<file path="src/rtl/sbc_irq_pkg.sv">
`timescale 1ns/1ps
package sbc_irq_pkg;
   localparam int EV_W = 10;

   localparam int B_COMPLETE = 0;
   localparam int B_DATA     = 1;
   localparam int B_NACK     = 2;
   localparam int B_TIMEOUT  = 3;
   localparam int B_SLV_RDY  = 4;
   localparam int B_RX_OVF   = 5;
   localparam int B_TX_OVF   = 6;
   localparam int B_RX_UNF   = 7;
   localparam int B_ARB_LOST = 9;

   localparam logic [EV_W-1:0] VALID_MASK =
      EV_W'((1 << B_COMPLETE) | (1 << B_DATA) | (1 << B_NACK) |
            (1 << B_TIMEOUT) | (1 << B_SLV_RDY) | (1 << B_RX_OVF) |
            (1 << B_TX_OVF) | (1 << B_RX_UNF) | (1 << B_ARB_LOST));

   localparam logic [EV_W-1:0] ERR_MASK =
      EV_W'((1 << B_ARB_LOST) | (1 << B_RX_UNF) | (1 << B_TX_OVF) |
            (1 << B_RX_OVF) | (1 << B_NACK));

   localparam int OFF_STATUS  = 'h10;
   localparam int OFF_MASK    = 'h20;
   localparam int OFF_ENABLE  = 'h24;
   localparam int OFF_DISABLE = 'h28;
   localparam int MIN_ADDR_W  = 6;
endpackage

</file>
<file path="src/rtl/sbc_irq_status.sv">
`timescale 1ns/1ps
module sbc_irq_status #(
   parameter int                W     = 10,
   parameter logic [W-1:0]      VALID = '1
) (
   input  logic         clk,
   input  logic         rst_n,
   input  logic [W-1:0] set_vec,
   input  logic [W-1:0] clr_vec,
   output logic [W-1:0] stat_q
);
   for (genvar i = 0; i < W; i++) begin : g_bit
      if (VALID[i]) begin : g_live
         logic bit_q;
         always_ff @(posedge clk) begin
            if (!rst_n)          bit_q <= 1'b0;
            else if (set_vec[i]) bit_q <= 1'b1;
            else if (clr_vec[i]) bit_q <= 1'b0;
         end
         assign stat_q[i] = bit_q;
      end else begin : g_hole
         assign stat_q[i] = 1'b0;
      end
   end
endmodule

</file>
<file path="src/rtl/sbc_irq_enable.sv">
`timescale 1ns/1ps
module sbc_irq_enable #(
   parameter int           W     = 10,
   parameter logic [W-1:0] VALID = '1
) (
   input  logic         clk,
   input  logic         rst_n,
   input  logic [W-1:0] on_vec,
   input  logic [W-1:0] off_vec,
   output logic [W-1:0] en_q
);
   for (genvar i = 0; i < W; i++) begin : g_bit
      if (VALID[i]) begin : g_live
         logic bit_q;
         always_ff @(posedge clk) begin
            if (!rst_n)          bit_q <= 1'b0;
            else if (off_vec[i]) bit_q <= 1'b0;
            else if (on_vec[i])  bit_q <= 1'b1;
         end
         assign en_q[i] = bit_q;
      end else begin : g_hole
         assign en_q[i] = 1'b0;
      end
   end
endmodule

</file>
<file path="src/rtl/sbc_irq_rdmux.sv">
`timescale 1ns/1ps
module sbc_irq_rdmux #(
   parameter int ADDR_W   = 8,
   parameter int DATA_W   = 32,
   parameter int W        = 10,
   parameter int OFF_STAT = 'h10,
   parameter int OFF_MSK  = 'h20
) (
   input  logic [ADDR_W-1:0] addr,
   input  logic [W-1:0]      stat_q,
   input  logic [W-1:0]      en_q,
   output logic [DATA_W-1:0] rdata
);
   localparam logic [ADDR_W-1:0] A_STAT = ADDR_W'(OFF_STAT);
   localparam logic [ADDR_W-1:0] A_MSK  = ADDR_W'(OFF_MSK);

   always_comb begin
      rdata = '0;
      if (addr == A_STAT)     rdata[W-1:0] = stat_q;
      else if (addr == A_MSK) rdata[W-1:0] = en_q;
   end
endmodule

</file>
<file path="src/rtl/sbc_irq_regs.sv">
`timescale 1ns/1ps
module sbc_irq_regs
   import sbc_irq_pkg::*;
#(
   parameter int ADDR_W = 8,
   parameter int DATA_W = 32
) (
   input  logic              clk,
   input  logic              rst_n,
   input  logic [ADDR_W-1:0] bus_addr,
   input  logic              bus_wr,
   input  logic [DATA_W-1:0] bus_wdata,
   output logic [DATA_W-1:0] bus_rdata,
   input  logic [EV_W-1:0]   evt_pulse,
   output logic              irq_out,
   output logic              err_irq
);
   localparam logic [ADDR_W-1:0] A_STATUS  = ADDR_W'(OFF_STATUS);
   localparam logic [ADDR_W-1:0] A_ENABLE  = ADDR_W'(OFF_ENABLE);
   localparam logic [ADDR_W-1:0] A_DISABLE = ADDR_W'(OFF_DISABLE);

   if (ADDR_W < MIN_ADDR_W) begin : g_chk_addr
      $error("sbc_irq_regs: ADDR_W too small for the register offsets");
   end
   if (DATA_W < EV_W) begin : g_chk_data
      $error("sbc_irq_regs: DATA_W narrower than the event vector");
   end

   logic [EV_W-1:0] wr_bits;
   logic [EV_W-1:0] clr_vec, on_vec, off_vec;
   logic [EV_W-1:0] stat_q, en_q;
   logic [EV_W-1:0] live;

   assign wr_bits = bus_wdata[EV_W-1:0];
   assign clr_vec = (bus_wr && bus_addr == A_STATUS)  ? wr_bits : '0;
   assign on_vec  = (bus_wr && bus_addr == A_ENABLE)  ? wr_bits : '0;
   assign off_vec = (bus_wr && bus_addr == A_DISABLE) ? wr_bits : '0;

   sbc_irq_status #(.W(EV_W), .VALID(VALID_MASK)) u_status (
      .clk(clk), .rst_n(rst_n), .set_vec(evt_pulse), .clr_vec(clr_vec), .stat_q(stat_q)
   );

   sbc_irq_enable #(.W(EV_W), .VALID(VALID_MASK)) u_enable (
      .clk(clk), .rst_n(rst_n), .on_vec(on_vec), .off_vec(off_vec), .en_q(en_q)
   );

   sbc_irq_rdmux #(
      .ADDR_W(ADDR_W), .DATA_W(DATA_W), .W(EV_W),
      .OFF_STAT(OFF_STATUS), .OFF_MSK(OFF_MASK)
   ) u_rdmux (
      .addr(bus_addr), .stat_q(stat_q), .en_q(en_q), .rdata(bus_rdata)
   );

   assign live    = stat_q & en_q;
   assign irq_out = |live;
   assign err_irq = |(live & ERR_MASK);
endmodule

</file>
<file path="config.mk">
export PLATFORM = sky130hd
export DESIGN_NAME = sbc_irq_regs
export DESIGN_NICKNAME = d
export VERILOG_FILES = /design/src/rtl/sbc_irq_pkg.sv /design/src/rtl/sbc_irq_status.sv /design/src/rtl/sbc_irq_enable.sv /design/src/rtl/sbc_irq_rdmux.sv /design/src/rtl/sbc_irq_regs.sv
export SDC_FILE = /design/constraint.sdc
export NUM_CORES = 1
export LEC_CHECK = 0
export BUFFER_PORTS_ARGS = -buffer_cell sky130_fd_sc_hd__clkbuf_2
export CAP_MARGIN = 0
export CORE_MARGIN = 2
export CORE_UTILIZATION = 43
export CTS_CLUSTER_SIZE = 20
export DETAILED_ROUTE_END_ITERATION = 10
export PLACE_DENSITY = 0.86
export SYNTH_ARGS = -nofsm -noshare
export SYNTH_HDL_FRONTEND = slang
export SYNTH_SLANG_ARGS = --single-unit
</file>
<file path="constraint.sdc">
create_clock -name clk -period 3 [get_ports clk]
set_input_delay 0.45 -clock clk [delete_from_list [all_inputs] [get_ports clk]]
set_output_delay 0.45 -clock clk [all_outputs]
set_load 0.03 [all_outputs]
</file>
==> results of run 1 <==
cells in the mapped netlist (all sizes together):
cell type,number
nor2,9
and3b,1
nor3b,1
nor4,1
nand3,1
o21ai,9
a222oi,1
clkbuf,1
nor4b,3
conb,1
a22oi,10
buf,28
a41oi,18
inv,9
dfxtp,18
a22o,1
nor2b,1
nor3,1
a221oi,1
clkinv,1
nand2,1
nand2b,1
a211oi,9
and4,1
stage by stage:
stage | std cells | total power [W] | util | setup WS, ns | cell area [µm²]
3_3_place_gp | 191 | 0.000356 | 0.505 | 0.923 | 1260
3_5_place_dp | 191 | 0.000361 | 0.505 | 0.893 | 1260
5_1_grt | 195 | 0.000529 | 0.520 | 0.744 | 1300
4_1_cts | 195 | 0.000511 | 0.520 | 0.895 | 1300
6_report | 195 | 0.000512 | 0.520 | 0.881 | 1300
2_1_floorplan | 150 | 0.000346 | - | 0.987 | 1220
metal layers:
metal / track usage / share of wire / up-vias
li1: - / - / 525
met1: 0.227 / 0.39 / 541
met2: 0.342 / 0.51 / 61
met3: 0.0539 / 0.087 / 4
met4: 0.0801 / 0.0081 / 0
met5: 0 / 0 / -
flip-flops by register name (all words and copies together) (netlist names):
register and flops:
u_enable.g_bit.g_live.bit_q 9, u_status.g_bit.g_live.bit_q 9
worst min-delay path by stage:
stage               depth (start not counted)                                        start  slack, ns                                          end
floorplan                                   2  u_status.g_bit[6].g_live.bit_q$_SDFFE_PN0P_       0.53  u_status.g_bit[6].g_live.bit_q$_SDFFE_PN0P_
global placement                            2  u_status.g_bit[9].g_live.bit_q$_SDFFE_PN0P_       0.55  u_status.g_bit[9].g_live.bit_q$_SDFFE_PN0P_
detailed placement                          2  u_status.g_bit[7].g_live.bit_q$_SDFFE_PN0P_       0.55  u_status.g_bit[7].g_live.bit_q$_SDFFE_PN0P_
CTS                                         2                                 bus_wdata[6]       0.36  u_enable.g_bit[6].g_live.bit_q$_SDFFE_PP0P_
global route                                2                                 bus_wdata[6]       0.35  u_enable.g_bit[6].g_live.bit_q$_SDFFE_PP0P_
finish                                      2                                 bus_wdata[6]       0.36  u_enable.g_bit[6].g_live.bit_q$_SDFFE_PP0P_
final cells by class:
cell class / instances / area (µm²)
sequential: 18 / 360
inverter: 10 / 37.5
tap: 30 / 37.5
clock buffer: 4 / 36.3
fill: 246 / 1200
multi-input combinational: 93 / 624
timing repair buffer: 40 / 203
cells by family after synthesis:
kind of cell | share of synthesized area
flops | 0.315
other cells | 0.00328
simple gates | 0.145
compound gates | 0.326
buf+inv | 0.210
where the power goes:
group | internal [W] | switching (W) | leakage (nW)
registers | 0.000248 | 0.00000676 | 0.148
logic | 0.0000265 | 0.0000755 | 0.391
clock network | 0.0000740 | 0.0000814 | 0.0210
total | 0.000348 | 0.000164 | 0.560
==> metrics, run 1 <==
Worst-Skew Late Latency 0.30 ns; Crit path largest cell delay 0.56 ns; crit-path max FO 9; status completed; total negative slack 0 ns; worst vdd ir 0.350 mV; clk sinks 18; total track usage 0.197; GPL Wtd Cong 0.823; CP Data Required Time 2.55 ns; sequential element share of the synthesized area 0.315; WL final 3.08 mm; first-pass GRT wire length 4.81 mm; R2R Path End u_enable.g_bit[0].g_live.bit_q$_SDFFE_PP0P_; most common cell after layout, fill and taps aside clkbuf_2; post_cts resized 0; Worst setup EP type output port; hpwl dp 2.24 mm; Worst Skew 0 ns; Antenna Cells 0; CP Cell Sequence clkbuf_2 > nor4b_4 > a22oi_1 > nor2_1 > clkbuf_2; initial antenna violation count 0; CP bufs+invs 2; post-synth top area share 0.315; cell depth of the worst setup path 5; RSZ-0062 raised after global routing no; cell area after synthesis 0.00114 mm²; CP endpoint bus_rdata[4]; Lkg Pwr 0.560 nW; Clock Path Buffers 2; fin nets 219; final hold vios 0; DR pass1 iterations 4; R2R Setup Slk 2.17 ns; FF+latch count, synth 18; Root Buffer clkbuf_4; CTS tree yes; vias per cell 5.80; Mean Syn Cell Area 8.92 µm²; postcts setup bufs 0; Wirelength per Cell 15.8 µm; dominant cells by area after synthesis dfxtp_1 32%, buf_4 16%, a41oi_1 14%, a22oi_1 6.6%, a211oi_1 5.9%; post-synth top area cell dfxtp_1; WS Path Type in -> out; max_slew headroom 0.298; critical path's top delay family simple AND/OR/NAND/NOR gates; I/O Pins 87; Max Slew Vio Count 0; Fmax achieved 472 MHz; Congestion Overflow GR 0; Die Area 0.00308 mm²; number of buffers created by CTS 3; Critical Path Source bus_addr[5]; hold buffers post-CTS 0; yosys synthesis warning count 0; Yosys cell types 27; initial core utilization 0.457; Final min period 2.12 ns; drt drc 0; crit-path most repeated cell clkbuf_2; area of the core 0.00250 mm²; synthesis-to-finish area growth 13.7%; vias in the first global route 1052; critical path launch point type input pin; layout cell share with drive strength beyond 1 0.297; maxcap violations 0; die height 55.5 µm; PD cells 394 mW/mm²; antenna viol nets, final 0; Setup-failing EPs final 0; # port buffers 39; RR Startpoint u_enable.g_bit[0].g_live.bit_q$_SDFFE_PP0P_; H-tree Lvls 1; WHS 0.358 ns; Period Utilization, post-route 0.706; Synth Instances 128; CP Data Arrival Time 1.67 ns; row cnt 18; 1st-iter DRT viols 53; vias 1131; Reg clk slew, reported paths 0.11 ns; Max stage delay cell, worst path nor4b_4; Hold WC Path Type in -> reg; Least-Margin Pin Slew 1.04 ns; r2r worst-path depth 2; largest net degree at the start of global routing 12; most frequent cells in the layout 39 x clkbuf_2, 23 x conb_1, 18 x a41oi_1, 18 x dfxtp_1, 10 x a22oi_1; Die Span X 55.5 µm
No activity file was read; power rests on OpenSTA's default activity.
==> run 2: changes to the inputs <==
- CORE_UTILIZATION: 43 -> 36
- PLACE_DENSITY: 0.86 -> 0.76
- clock period: 3 -> 1.9 ns (I/O delays scaled with it)
==> run 2 against run 1 <==
Setup slack got worse by 0.66 ns; critical path depth fell by 2; design area rose by 3.7%; non-clock buffer count rose by 4; flip-flop and latch count did not move; highest routed layer unchanged; utilization fell by 7.5 points; total power rose by 56%; first-iteration DRC count fell by 34%; clock-buffer cell count did not move; largest power group unchanged; critical path type is now reg -> out; clock power rose by 50%.
==> metrics, run 2 (same netlist as run 1, synthesis figures left out) <==
status completed; total track usage 0.162 (-0.0349); Setup-failing EPs final 0 (unchanged); Max stage delay cell, worst path a222oi_1; Wirelength per Cell 13.0 µm (-18%); Worst Skew 0 ns (unchanged); hold buffers post-CTS 0 (unchanged); final non-filler cell total 213 (+9.2%); die height 60.3 µm (+8.6%); fin nets 223 (+1.8%); I/O Pins 87 (unchanged); WHS 0.208 ns (-0.150 ns); P_int 0.000553 W (+59%); initial core utilization 0.377 (-0.0797); maxcap violations 0 (unchanged); WS Path Type reg -> out; number of buffers created by CTS 3 (unchanged); grt met2 use 0.262 (-0.0794); Reg power frac 0.504 (+0.007); 1st-iter DRT viols 35 (-34%); PnR worst setup slack 0.217 ns (-0.663 ns); grt met1 use 0.219 (-0.00859); most frequent cells in the layout 39 x clkbuf_2, 23 x conb_1, 18 x a41oi_1, 18 x dfxtp_1, 10 x a22oi_1; Worst-Skew Late Latency 0.28 ns (-0.02 ns); synthesis-to-finish area growth 17.9%; Root Buffer clkbuf_4; post_cts resized 0 (unchanged); most common cell after layout, fill and taps aside clkbuf_2; Clock power frac 0.292 (-0.012); area of the core 0.00303 mm² (+21%); CP Data Arrival Time 1.40 ns (-0.27 ns); Place WS 0.304 ns (-0.590 ns); Comb power frac 0.204 (+0.005); PD cells 591 mW/mm² (+50%); dpl cells 209 (+9.4%); Period Utilization, post-route 0.886; Least-Margin Pin Slew 0.536 ns (-0.508 ns); vias per cell 5.12 (-12%); CP Data Required Time 1.62 ns (-0.93 ns); first-pass GRT wire length 4.56 mm (-5.2%); GPL Wtd Cong 0.753 (-8.5%); worst vdd ir 0.352 mV (+0.55%); Max Slew Vio Count 0 (unchanged); max_slew headroom 0.641 (+0.343); hpwl dp 2.04 mm (-8.6%); row cnt 20 (+2); Die Span X 60.3 µm (+8.6%); Reg clk slew, reported paths 0.10 ns (about the same); total negative slack 0 ns (unchanged); largest net degree at the start of global routing 11 (-1); Largest regs u_enable.g_bit.g_live.bit_q x9, u_status.g_bit.g_live.bit_q x9; GRT Max-Usage Layer met2; Sw Ratio 0.305 (-0.0144); drt drc 0 (unchanged); Antenna Cells 0 (unchanged); RSZ-0062 raised after global routing no; clk sinks 18 (unchanged); Lkg Pwr 0.581 nW (+3.8%); Worst setup EP type output port; CTS tree yes; H-tree Lvls 1 (unchanged); Psw 0.000243 W (+48%); Die Area 0.00364 mm² (+18%); Crit path largest cell delay 0.44 ns (-0.12 ns); Congestion Overflow GR 0 (unchanged); vias in the first global route 973 (-7.5%); FILL cells 328 (+33%); WL final 2.76 mm (-10%); antenna viol nets, final 0 (unchanged); DR pass1 iterations 4 (unchanged); Clock Path Buffers 2 (unchanged); final hold vios 0 (unchanged); # port buffers 39 (unchanged); layout cell share with drive strength beyond 1 0.314 (+0.0166); Fmax achieved 594 MHz; critical path launch point type register; met3 Track Usage GR 0.0384 (-0.0155); Hold WC Path Type in -> reg; crit-path max FO 3 (-6); vias 1090 (-3.6%); Final min period 1.68 ns; initial antenna violation count 0 (unchanged); postcts setup bufs 0 (unchanged); CP Cell Sequence a222oi_1 > nand3_1 > clkbuf_2; PnR Total Power 0.000796 W (+56%)
run 2: cell types whose count changed in the layout (fill, tap and decap cells not counted):
| cell | change |
|---|---|
| buf_4 | +4 |
run 2: critical path: cells and delay by family, from the launching register on:
family | cells | cell delay (ns)
simple gates | 1 | 0.12
flops | 1 | 0.34
compound gates | 1 | 0.44
buf+inv | 1 | 0.21
run 2: path summary, 6_finish.rpt:
path | endpoint | start | cells after the start | slack (ns)
max | irq_out | u_enable.g_bit[2].g_live.bit_q$_SDFFE_PP0P_ | 3 | 0.22
min | u_enable.g_bit[2].g_live.bit_q$_SDFFE_PP0P_ | bus_wdata[2] | 2 | 0.21
max reg2reg | u_enable.g_bit[7].g_live.bit_q$_SDFFE_PP0P_ | u_enable.g_bit[7].g_live.bit_q$_SDFFE_PP0P_ | 2 | 1.14
min reg2reg | u_status.g_bit[0].g_live.bit_q$_SDFFE_PN0P_ | u_status.g_bit[0].g_live.bit_q$_SDFFE_PN0P_ | 2 | 0.58
run 2: power groups by stage:
stage                     Combinational (W)  Sequential (W)  Clock [W]
final                              0.000162        0.000401   0.000232
after global routing               0.000178        0.000404   0.000262
after global placement             0.000159        0.000410          0
after floorplan                    0.000140        0.000407          0
after CTS                          0.000162        0.000401   0.000237
after detailed placement           0.000161        0.000410          0
run 2: per-stage QoR:
step / utilization / area (µm²)
floorplan: - / 1220
global placement: 0.433 / 1310
detailed placement: 0.433 / 1310
CTS: 0.445 / 1350
global route: 0.445 / 1350
finish: 0.445 / 1350
run 2: area by class of cell:
cell class              count  area [µm²]  share of cell area
clock buffers               4        36.3              0.0270
inverters                  10        37.5              0.0279
multi-input cells          93         624               0.464
flip-flops and latches     18         360               0.268
well taps                  44        55.1              0.0409
repair buffers             44         233               0.173
run 2: per-layer routing:
metal | share of wire | wire length [µm]
met1 | 0.43 | 1190
met5 | 0 | 0
met3 | 0.10 | 275
met2 | 0.46 | 1280
met4 | 0.0033 | 9
